File: config.mk
export PLATFORM = sky130hd
export DESIGN_NAME = egr_ring_parser
export DESIGN_NICKNAME = d
export VERILOG_FILES = /design/src/rtl/egr_ring_pkg.sv /design/src/rtl/egr_ring_ptr.sv /design/src/rtl/egr_desc_decode.sv /design/src/rtl/egr_ring_parser.sv
export SDC_FILE = /design/constraint.sdc
export NUM_CORES = 1
export LEC_CHECK = 0
export BUFFER_PORTS_ARGS = -buffer_cell sky130_fd_sc_hd__buf_2
export CORE_AREA = 3 3 160 162
export CTS_CLUSTER_DIAMETER = 150
export DETAILED_ROUTE_END_ITERATION = 10
export DIE_AREA = 0 0 163 165
export GPL_TIMING_DRIVEN = 0
export PLACE_DENSITY = 0.69
export SYNTH_ARGS = -nofsm -noshare
export SYNTH_HDL_FRONTEND = slang
export SYNTH_SLANG_ARGS = --single-unit
File: constraint.sdc
create_clock -name clk -period 7.7 [get_ports clk]
set_input_delay 0.77 -clock clk [delete_from_list [all_inputs] [get_ports clk]]
set_output_delay 0.77 -clock clk [all_outputs]
set_load 0.05 [all_outputs]
File: src/rtl/egr_ring_pkg.sv
package egr_ring_pkg;

    localparam int DESC_W = 128;
    localparam int VA_W   = 42;
    localparam int LEN_W  = 14;
    localparam int CAP_W  = LEN_W + 1;
    localparam int STK_W  = 5;
    localparam int OFS_W  = 7;

    typedef struct packed {
        logic [21:0]      rsvd_hi;
        logic [VA_W-1:0]  va;
        logic [15:0]      seed;
        logic [7:0]       dst;
        logic [7:0]       start;
        logic [1:0]       rsvd_mid;
        logic [LEN_W-1:0] xfer;
        logic             rsvd_lo;
        logic [STK_W-1:0] stack;
        logic [2:0]       bsize;
        logic             hw_rel;
        logic             chained;
        logic             eop;
        logic             notify;
        logic             no_send;
        logic             csum_en;
        logic             gen;
    } egr_desc_t;

    typedef enum logic [2:0] {
        ST_IDLE, ST_FETCH, ST_WAIT, ST_CHECK, ST_CMD, ST_REL, ST_CHAIN, ST_ADV
    } egr_state_t;

    function automatic logic [CAP_W-1:0] bsize_bytes(input logic [2:0] code);
        logic [CAP_W-1:0] r;
        unique case (code)
            3'd0: r = CAP_W'(128);
            3'd1: r = CAP_W'(256);
            3'd2: r = CAP_W'(512);
            3'd3: r = CAP_W'(1024);
            3'd4: r = CAP_W'(1664);
            3'd5: r = CAP_W'(4096);
            3'd6: r = CAP_W'(10368);
            3'd7: r = CAP_W'(16384);
        endcase
        return r;
    endfunction

endpackage

File: src/rtl/egr_ring_ptr.sv
module egr_ring_ptr #(
    parameter int IDX_W = 12,
    parameter int LOG_W = 4
) (
    input  logic             clk,
    input  logic             rst_n,
    input  logic [LOG_W-1:0] ring_log2,
    input  logic             advance,
    output logic [IDX_W-1:0] head,
    output logic             phase
);
    logic [IDX_W-1:0] last_slot;
    logic             at_last;

    assign last_slot = IDX_W'((32'd1 << ring_log2) - 32'd1);
    assign at_last   = (head == last_slot);

    always_ff @(posedge clk or negedge rst_n) begin
        if (!rst_n) begin
            head  <= '0;
            phase <= 1'b1;
        end else if (advance) begin
            if (at_last) begin
                head  <= '0;
                phase <= ~phase;
            end else begin
                head  <= head + 1'b1;
            end
        end
    end

    p_phase_flip_r3: assert property (@(posedge clk) disable iff (!rst_n)
        advance && at_last |=> (phase != $past(phase)) && (head == '0));
    p_phase_keep_r3: assert property (@(posedge clk) disable iff (!rst_n)
        advance && !at_last |=> $stable(phase));

endmodule

File: src/rtl/egr_desc_decode.sv
module egr_desc_decode
    import egr_ring_pkg::*;
#(
    parameter int ADDR_W = 64
) (
    input  egr_desc_t         desc,
    output logic [ADDR_W-1:0] addr_ext,
    output logic [LEN_W-1:0]  first_len,
    output logic [LEN_W-1:0]  spill_len,
    output logic              need_cmd,
    output logic              need_rel,
    output logic              need_chain,
    output logic              fmt_err
);
    localparam int EXT_W = ADDR_W - VA_W;

    logic [CAP_W-1:0] first_cap;
    logic             has_data;
    logic             csum_junk;

    always_comb begin
        addr_ext   = {{EXT_W{desc.va[VA_W-1]}}, desc.va};
        has_data   = (desc.xfer != '0);
        first_cap  = bsize_bytes(desc.bsize) - CAP_W'(desc.va[OFS_W-1:0]);
        need_chain = desc.chained && ({1'b0, desc.xfer} > first_cap);
        first_len  = need_chain ? first_cap[LEN_W-1:0] : desc.xfer;
        spill_len  = desc.xfer - first_len;
        need_cmd   = has_data && !desc.no_send;
        need_rel   = has_data && desc.hw_rel;
        csum_junk  = !desc.csum_en &&
                     ((desc.start != '0) || (desc.dst != '0) || (desc.seed != '0));
        fmt_err    = (desc.rsvd_hi != '0) || (desc.rsvd_mid != '0) ||
                     desc.rsvd_lo || csum_junk;
    end

endmodule

File: src/rtl/egr_ring_parser.sv
module egr_ring_parser
    import egr_ring_pkg::*;
#(
    parameter int ADDR_W = 64,
    parameter int IDX_W  = 12,
    parameter int LOG_W  = $clog2(IDX_W + 1)
) (
    input  logic              clk,
    input  logic              rst_n,
    input  logic [ADDR_W-1:0] ring_base,
    input  logic [LOG_W-1:0]  ring_log2,
    input  logic [IDX_W-1:0]  tail_idx,
    output logic              mem_req,
    output logic [ADDR_W-1:0] mem_addr,
    input  logic              mem_rvalid,
    input  logic [DESC_W-1:0] mem_rdata,
    output logic              cmd_valid,
    input  logic              cmd_ready,
    output logic [ADDR_W-1:0] cmd_addr,
    output logic [LEN_W-1:0]  cmd_len,
    output logic              cmd_csum_en,
    output logic [7:0]        cmd_csum_start,
    output logic [7:0]        cmd_csum_dest,
    output logic [15:0]       cmd_csum_seed,
    output logic              cmd_eop,
    output logic              rel_valid,
    input  logic              rel_ready,
    output logic [STK_W-1:0]  rel_stack,
    output logic              chain_req,
    output logic [LEN_W-1:0]  chain_remain,
    input  logic              chain_done,
    output logic              notif_o,
    output logic              err_o
);
    localparam int SLOT_SHIFT = $clog2(DESC_W / 8);

    egr_state_t       state_q, state_d;
    egr_desc_t        entry_q;
    logic             notif_pend_q;
    logic             err_q;
    logic [IDX_W-1:0] head;
    logic             phase;
    logic             advance;
    logic             gen_ok;
    logic [ADDR_W-1:0] addr_ext;
    logic [LEN_W-1:0] first_len, spill_len;
    logic             need_cmd, need_rel, need_chain, fmt_err;

    egr_ring_ptr #(.IDX_W(IDX_W), .LOG_W(LOG_W)) ptr_i (
        .clk(clk), .rst_n(rst_n), .ring_log2(ring_log2),
        .advance(advance), .head(head), .phase(phase)
    );

    egr_desc_decode #(.ADDR_W(ADDR_W)) dec_i (
        .desc(entry_q), .addr_ext(addr_ext), .first_len(first_len),
        .spill_len(spill_len), .need_cmd(need_cmd), .need_rel(need_rel),
        .need_chain(need_chain), .fmt_err(fmt_err)
    );

    assign gen_ok  = (entry_q.gen == phase);
    assign advance = (state_q == ST_ADV);

    // state register
    always_ff @(posedge clk or negedge rst_n) begin
        if (!rst_n) state_q <= ST_IDLE;
        else        state_q <= state_d;
    end

    // entry capture, packet notify latch, sticky error
    always_ff @(posedge clk or negedge rst_n) begin
        if (!rst_n) begin
            entry_q      <= '0;
            notif_pend_q <= 1'b0;
            err_q        <= 1'b0;
        end else begin
            if (state_q == ST_WAIT && mem_rvalid)
                entry_q <= egr_desc_t'(mem_rdata);
            if (state_q == ST_CHECK && gen_ok && fmt_err)
                err_q <= 1'b1;
            if (state_q == ST_ADV)
                notif_pend_q <= entry_q.eop ? 1'b0 : (notif_pend_q | entry_q.notify);
        end
    end

    // next state
    always_comb begin
        state_d = state_q;
        unique case (state_q)
            ST_IDLE:  if (head != tail_idx) state_d = ST_FETCH;
            ST_FETCH: state_d = ST_WAIT;
            ST_WAIT:  if (mem_rvalid) state_d = ST_CHECK;
            ST_CHECK: begin
                if (!gen_ok)         state_d = ST_IDLE;
                else if (need_cmd)   state_d = ST_CMD;
                else if (need_rel)   state_d = ST_REL;
                else if (need_chain) state_d = ST_CHAIN;
                else                 state_d = ST_ADV;
            end
            ST_CMD: if (cmd_ready) begin
                if (need_rel)        state_d = ST_REL;
                else if (need_chain) state_d = ST_CHAIN;
                else                 state_d = ST_ADV;
            end
            ST_REL: if (rel_ready) state_d = need_chain ? ST_CHAIN : ST_ADV;
            ST_CHAIN: if (chain_done) state_d = ST_ADV;
            ST_ADV:   state_d = ST_IDLE;
        endcase
    end

    // outputs
    always_comb begin
        mem_req        = (state_q == ST_FETCH);
        mem_addr       = ring_base + (ADDR_W'(head) << SLOT_SHIFT);
        cmd_valid      = (state_q == ST_CMD);
        cmd_addr       = addr_ext;
        cmd_len        = first_len;
        cmd_csum_en    = entry_q.csum_en;
        cmd_csum_start = entry_q.start;
        cmd_csum_dest  = entry_q.dst;
        cmd_csum_seed  = entry_q.seed;
        cmd_eop        = entry_q.eop;
        rel_valid      = (state_q == ST_REL);
        rel_stack      = entry_q.stack;
        chain_req      = (state_q == ST_CHAIN);
        chain_remain   = spill_len;
        notif_o        = (state_q == ST_ADV) && entry_q.eop &&
                         (notif_pend_q || entry_q.notify);
        err_o          = err_q;
    end

    p_fetch_gate_r2: assert property (@(posedge clk) disable iff (!rst_n)
        (state_q == ST_IDLE) && (head == tail_idx) |=> !mem_req);
    p_cmd_hold_r4: assert property (@(posedge clk) disable iff (!rst_n)
        cmd_valid && !cmd_ready |=> cmd_valid && $stable(cmd_addr) && $stable(cmd_len)
                                    && $stable(cmd_eop));
    p_cmd_nonzero_r6: assert property (@(posedge clk) disable iff (!rst_n)
        cmd_valid |-> cmd_len != '0);
    p_rel_hold_r7: assert property (@(posedge clk) disable iff (!rst_n)
        rel_valid && !rel_ready |=> rel_valid && $stable(rel_stack));
    p_chain_block_r8: assert property (@(posedge clk) disable iff (!rst_n)
        chain_req && !chain_done |=> !mem_req && chain_req);
    p_notif_pulse_r9: assert property (@(posedge clk) disable iff (!rst_n)
        notif_o |=> !notif_o);
    p_err_sticky_r10: assert property (@(posedge clk) disable iff (!rst_n)
        err_o |=> err_o);

endmodule

# Word-level counts from Yosys, hierarchy flattened

Memory sizes are Yosys's and may differ from the RTL's.
Index checks and enable logic that the tools add are counted.
W data, S select, Z words.

Output and inout bits: 201
Memory bits (read-only): 64
Memories: 1
Input bits: 214
Word-level logic and storage cells: 86
Register bits: 146

Bitwise gates (word level): 2
Order comparisons: 1
Eq/ne operators: 15
Muxes and demuxes: 13
Reductions and logical operators: 26
$add $sub $neg: 5
Shift-type cells: 1

Memories:

| name            | depth | bits a word | read ports | clocked after Yosys merged registers in | wr ports | RTL line           | source |
|---|---|---|---|---|---|---|---|
| (no name shown) | 8     | 8           | 1          | 0                                       | 0        | egr_ring_pkg.sv:36 | `unique case (code)` |

Operators with widths:

| operator                | count |
|---|---|
| $add A64 B16 Y64        | 1 |
| $pmux W3 S8             | 1 |
| $reduce_bool A22 Y1     | 1 |
| $mux W3                 | 6 |
| $reduce_bool A16 Y1     | 1 |
| $reduce_bool A8 Y1      | 2 |
| $gt A14 B15 Y1          | 1 |
| $sub A15 B7 Y15         | 1 |
| $mux W14                | 1 |
| $reduce_bool A14 Y1     | 1 |
| $sub A14 B14 Y14        | 1 |
| $add A12 B1 Y12 const B | 1 |
| $eq A12 B12 Y1          | 1 |
| $eq A3 B3 Y1 const B    | 4 |
| $mux W12                | 1 |
| $ne A12 B12 Y1          | 1 |
| $shl A1 B4 Y12 const A  | 1 |
| $sub A12 B1 Y12 const B | 1 |
| $logic_and A1 B1 Y1     | 9 |
| $eq A3 B2 Y1 const B    | 2 |
| $logic_or A1 B1 Y1      | 6 |
| $ne A2 B1 Y1 const B    | 3 |
| $reduce_and A5 Y1       | 1 |
| $mux W2                 | 2 |
| 10 further kinds        | 13 |

# Longest topological paths before layout

An unclocked memory read counts as a cell.

Depth after elaboration: 9
Depth in mapped cells: 24
Mapped depth without buffers: 23

# Cells and area by module

A second synthesis with hierarchy kept.

Cell total of the unflattened synthesis: 1020
Area, all modules: 10279.9 um2

By module, submodules not included:

| module          | cells an instance | area an instance (um2) | seq. area each (um2) | times used |
|---|---|---|---|---|
| egr_ring_parser | 603               | 7091.8                 | 3328.2               | 1 |
| egr_desc_decode | 293               | 2147.1                 | 0.0                  | 1 |
| egr_ring_ptr    | 124               | 1041.0                 | 326.6                | 1 |

# Worst setup path after synthesis

Ideal clock, no wire load.

Kind: register to output
Start point: register entry_q[68] (netlist name)
End point: output port chain_remain[12]
Stages on the path, launching flop included: 24
Slack: -0.064 ns
Required time: 6.930 ns
Buffers on the path: 1
Arrival: 6.994 ns
Path through: dfrtp_1 > or4_4 > nor2_1 > nand2_1 > mux2_2 > a22o_1 > inv_1 > ha_1 > nand4_1 > o41ai_1 > a31oi_1 > o21a_1 > clkbuf_1 > o21ai_0 > ha_1 > fa_1 > nor2b_1 > o21ai_1 > a21boi_0 > o311a_1 > o31a_1 > o31ai_2 > nand2_1 > o311ai_1

Cells in the longest elaborated chain, start to end: 5

Ends and longest elaborated chain:

| item                     | RTL line              | source |
|---|---|---|
| start: declaration       | egr_ring_parser.sv:38 | `egr_desc_t entry_q;` |
| start signal: assignment | egr_ring_parser.sv:77 | `entry_q <= egr_desc_t'(mem_rdata);` |
| $sub A15 B7 Y15          | egr_desc_decode.sv:24 | `first_cap = bsize_bytes(desc.bsize) - CAP_W'(desc.va[OFS_W-1:0]);` |
| $gt A14 B15 Y1           | egr_desc_decode.sv:25 | `need_chain = desc.chained && ({1'b0, desc.xfer} > first_cap);` |
| $logic_and A1 B1 Y1      | egr_desc_decode.sv:25 |  |
| $mux W14                 | egr_desc_decode.sv:26 | `first_len = need_chain ? first_cap[LEN_W-1:0] : desc.xfer;` |
| named net cmd_len[0]     | egr_ring_parser.sv:20 | `output logic [LEN_W-1:0] cmd_len,` |
| $sub A14 B14 Y14         | egr_desc_decode.sv:27 | `spill_len = desc.xfer - first_len;` |
| end: declaration         | egr_ring_parser.sv:30 | `output logic [LEN_W-1:0] chain_remain,` |

The timed path passes the listed nets, and every way through them passes these cells.

# Final worst setup path

Start point: register entry_q[68] (netlist name)
End point: output port chain_remain[11]

Cells in the longest elaborated chain, start to end: 5

Ends and longest elaborated chain:

| item                 | RTL line |
|---|---|
| $sub A15 B7 Y15 (*)  | egr_desc_decode.sv:24 |
| $gt A14 B15 Y1       | egr_desc_decode.sv:25 |
| $logic_and A1 B1 Y1  | egr_desc_decode.sv:25 |
| $mux W14 (*)         | egr_desc_decode.sv:26 |
| $sub A14 B14 Y14 (*) | egr_desc_decode.sv:27 |

Mark *: on every way between the ends. The rest lies on a longest branch, timed or not.

==> run summary <==
• Fin Clk Skew: 14.41 ps
• ys flop type: sky130_fd_sc_hd__dfrtp_1
• final antenna-violating net count: 0
• fill count: 2227
• fraction of the yosys area taken by sequential cells: 0.3592
• layout overhead on the synthesized area: 30.78%
• Longest Clk Path Bufs: 2
• synthesized area divided by synthesized cell count: 9.745 µm²
• Yosys top cell by area: sky130_fd_sc_hd__dfrtp_1
• area of combinational cells with multiple inputs: 5360 µm²
• overall die width: 163 µm
• Critical Path End Type: output pin
• relative slew slack: 0.3682
• routability congestion estimate: 0.9044
• least setup slack across all paths after layout: 513.0 ps
• overflow left after global routing: 0
• Max FO, Critical Path: 10
• run status: finished clean
• clock-pin slew on the worst setup and hold paths: 70 ps
• Synth async-reset ratio: 1.000
• vias after detailed routing: 9131
• Setup TNS: 0 ps
• Cell Area, Synth: 10170 µm²
• required time of the critical path: 6930 ps
• CTS H-tree lvls: 4
• net count of the mapped netlist: 1301
• mean routed wirelength per cell: 16.91 µm
• number of clock sinks seen by CTS: 146
• DRC Markers: 0
• post_cts resized: 0
• Slew Limit Fails: 0
• placement-stage worst setup slack: 684.1 ps
• number of cell instances on the worst register-to-register path: 15
• Root Buffer: sky130_fd_sc_hd__clkbuf_16
• 1st-pass router iterations: 5
• R2R Path Start: entry_q[68]
• antenna violations before repair: 5
• Total GRT Usage: 0.2203
• TritonCTS clock tree: yes
• worst endpoint data arrival time: 6420 ps
• number of standard-cell rows in the floorplan: 57
• Ys Warns: 0
• initial detailed-routing violation count: 382
• placeable core area: 24250 µm²
• count of buffers added by post-CTS timing repair for setup: 0
• Final Cycle Share: 0.9334
• Syn Inst Count: 1044
• share of cells above drive strength 1: 0.4795
• number of synthesized flops with an enable pin: 0
• starting density of the core: 0.4196
• number of global-route vias before repair: 9084
• final setup violation count: 0
• Maximum Capacitance Violations: 0
• reg2reg end: state_q[0]
• WL met2: 15990 µm
• CTS buffer count: 17
• worst setup path category: reg2out
• met1 WL: 11690 µm
• startpoint class of the critical path: register
• sequential standard cell area: 3655 µm²
• pin count of the biggest net entering global routing: 98
• wire length of the first global-routing pass: 46720 µm
• actual transition at the worst max-transition pin: 940.4 ps
• top layer in use: met5
• count of state elements after synthesis: 146
• cts-stage hold buffer count: 0
• vias per inst: 5.031
• worst hold path class: in2async
• top area cells in the synthesized netlist: sky130_fd_sc_hd__dfrtp_1 36%, sky130_fd_sc_hd__mux2_2 14%, sky130_fd_sc_hd__buf_4 7.8%, sky130_fd_sc_hd__ha_1 5.0%, sky130_fd_sc_hd__xor2_1 4.3%
• share of Yosys cell area claimed by the top area cell type: 0.3567
• insertion delay to the later sink of the worst-skew pair: 430 ps
• number of hold-slack violations in the final timing report: 0
• metal3 WL: 2462 µm
• Die Height: 165 µm
• half-perimeter wire length after placement: 25110 µm
• total length of routed wires: 30690 µm
• final-stage net count: 1729
• area of the die: 26900 µm²
• count of buffers from port buffering: 408
• number of different library cells in the post-synthesis netlist: 74
• fmax: 139.1 MHz
• RSZ-0062 raised after global routing: no
• final period demand of the worst path: 7187 ps
• number of I/O pins: 415
• Worst Hold Margin: 284.4 ps
• FF-to-FF setup slack: 4160 ps
-- cells in the mapped netlist (all sizes together) (3+ instances only) --
master and count:
buf 111, o211ai 3, nor3 31, ha 41, and3 17, nor4 25, a21oi 24, nand2b 11
inv 54, nand3 38, o21a 9, o2111ai 3, nor3b 5, a21o 13, mux2 124, dfrtp 145
xnor2 43, o31ai 6, a22o 4, or3 3, nand4 14, a211oi 4, nor2 67, a21boi 10
nor2b 7, and2 3, o21ai 46, clkbuf 35, a31oi 6, o22ai 4, nand2 60, xor2 50
-- placed cells by master, fill, tap and decap left out, types with 5 or more instances in the layout --
master and n:
sky130_fd_sc_hd__a21boi_0 8, sky130_fd_sc_hd__a21o_1 12, sky130_fd_sc_hd__a21oi_1 24, sky130_fd_sc_hd__a31oi_1 6
sky130_fd_sc_hd__and3_1 15, sky130_fd_sc_hd__buf_2 410, sky130_fd_sc_hd__buf_4 106, sky130_fd_sc_hd__clkbuf_1 33
sky130_fd_sc_hd__clkbuf_16 17, sky130_fd_sc_hd__dfrtp_1 145, sky130_fd_sc_hd__diode_2 6, sky130_fd_sc_hd__ha_1 41
sky130_fd_sc_hd__inv_1 53, sky130_fd_sc_hd__mux2_2 124, sky130_fd_sc_hd__nand2_1 60, sky130_fd_sc_hd__nand2b_1 11
sky130_fd_sc_hd__nand3_1 38, sky130_fd_sc_hd__nand4_1 12, sky130_fd_sc_hd__nor2_1 66, sky130_fd_sc_hd__nor2b_1 7
sky130_fd_sc_hd__nor3_1 20, sky130_fd_sc_hd__nor3_2 10, sky130_fd_sc_hd__nor3b_1 5, sky130_fd_sc_hd__nor4_1 22
sky130_fd_sc_hd__o21a_1 8, sky130_fd_sc_hd__o21ai_0 40, sky130_fd_sc_hd__xnor2_1 43, sky130_fd_sc_hd__xor2_1 50
-- layer usage --
| metal | track usage | vias up |
|---|---|---|
| met5 | 0 | - |
| met1 | 0.2437 | 4309 |
| li1 | - | 4422 |
| met2 | 0.4079 | 364 |
| met4 | 0.06344 | 2 |
| met3 | 0.06647 | 34 |
-- worst max-delay path, cell delays in order (launching register included) --
cell	delay, ps
sky130_fd_sc_hd__dfrtp_1	460
sky130_fd_sc_hd__or4_4	580
sky130_fd_sc_hd__nor2_1	140
sky130_fd_sc_hd__nand2_1	140
sky130_fd_sc_hd__mux2_2	260
sky130_fd_sc_hd__a22o_1	120
sky130_fd_sc_hd__inv_1	60
sky130_fd_sc_hd__ha_1	310
sky130_fd_sc_hd__nand4_1	140
sky130_fd_sc_hd__a211oi_1	260
sky130_fd_sc_hd__o41a_1	240
sky130_fd_sc_hd__o21ai_2	120
sky130_fd_sc_hd__clkbuf_2	250
sky130_fd_sc_hd__nand2_1	110
sky130_fd_sc_hd__a21boi_0	300
sky130_fd_sc_hd__ha_1	330
sky130_fd_sc_hd__and2_1	170
sky130_fd_sc_hd__o21ai_0	220
sky130_fd_sc_hd__a31oi_1	170
sky130_fd_sc_hd__a31oi_1	370
sky130_fd_sc_hd__a21oi_1	100
sky130_fd_sc_hd__o31ai_1	440
sky130_fd_sc_hd__a21boi_0	340
sky130_fd_sc_hd__buf_2	340
-- flip-flops by register name, summed over array words and instances, names as in the netlist, 3 cells and up --
register        flops
cmd_csum_dest       8
state_q             3
rel_stack           5
ptr_i.head         12
cmd_csum_seed      16
cmd_csum_start      8
entry_q            89
-- kinds of logic after synthesis --
logic type | after synthesis | synth area share
and+or+nand+nor | 288 | 0.1534
buffers and inverters | 200 | 0.1140
AOI/OAI and AO/OA | 149 | 0.1007
DFF | 146 | 0.3592
muxes | 125 | 0.1382
xor gates and xnor gates | 93 | 0.08006
adders and majority gates | 43 | 0.05436
-- worst max path at each step --
stage	to	start	cells after the start	slack [ps]
2_1_floorplan	chain_remain[12]	entry_q[68]	21	280
3_3_place_gp	chain_remain[11]	entry_q[68]	22	720
3_5_place_dp	chain_remain[11]	entry_q[68]	22	680
4_1_cts	chain_remain[11]	entry_q[68]	22	220
5_1_grt	chain_remain[12]	entry_q[68]	24	20
6_report	chain_remain[11]	entry_q[68]	23	510
-- stage by stage --
step	instance area (µm²)	utilization	instances
floorplan	10170	-	1044
detailed placement	12650	0.5219	1777
CTS	13290	0.5479	1809
global placement	12620	0.5205	1776
finish	13310	0.5487	1815
global route	13300	0.5485	1813
-- cell type report --
type,count,share of cell area
diodes,6,0.001128
plain buffers,146,0.07213
well taps,324,0.03047
repair buffers,409,0.1560
flip-flops and latches,146,0.2747
clock inverters,14,0.01448
multi-input cells,698,0.4029
inverters,54,0.01523
clock buffers,18,0.03301
Power is not shown: default switching activity piles up to over one toggle a cycle in this logic, so the estimate is an artifact.
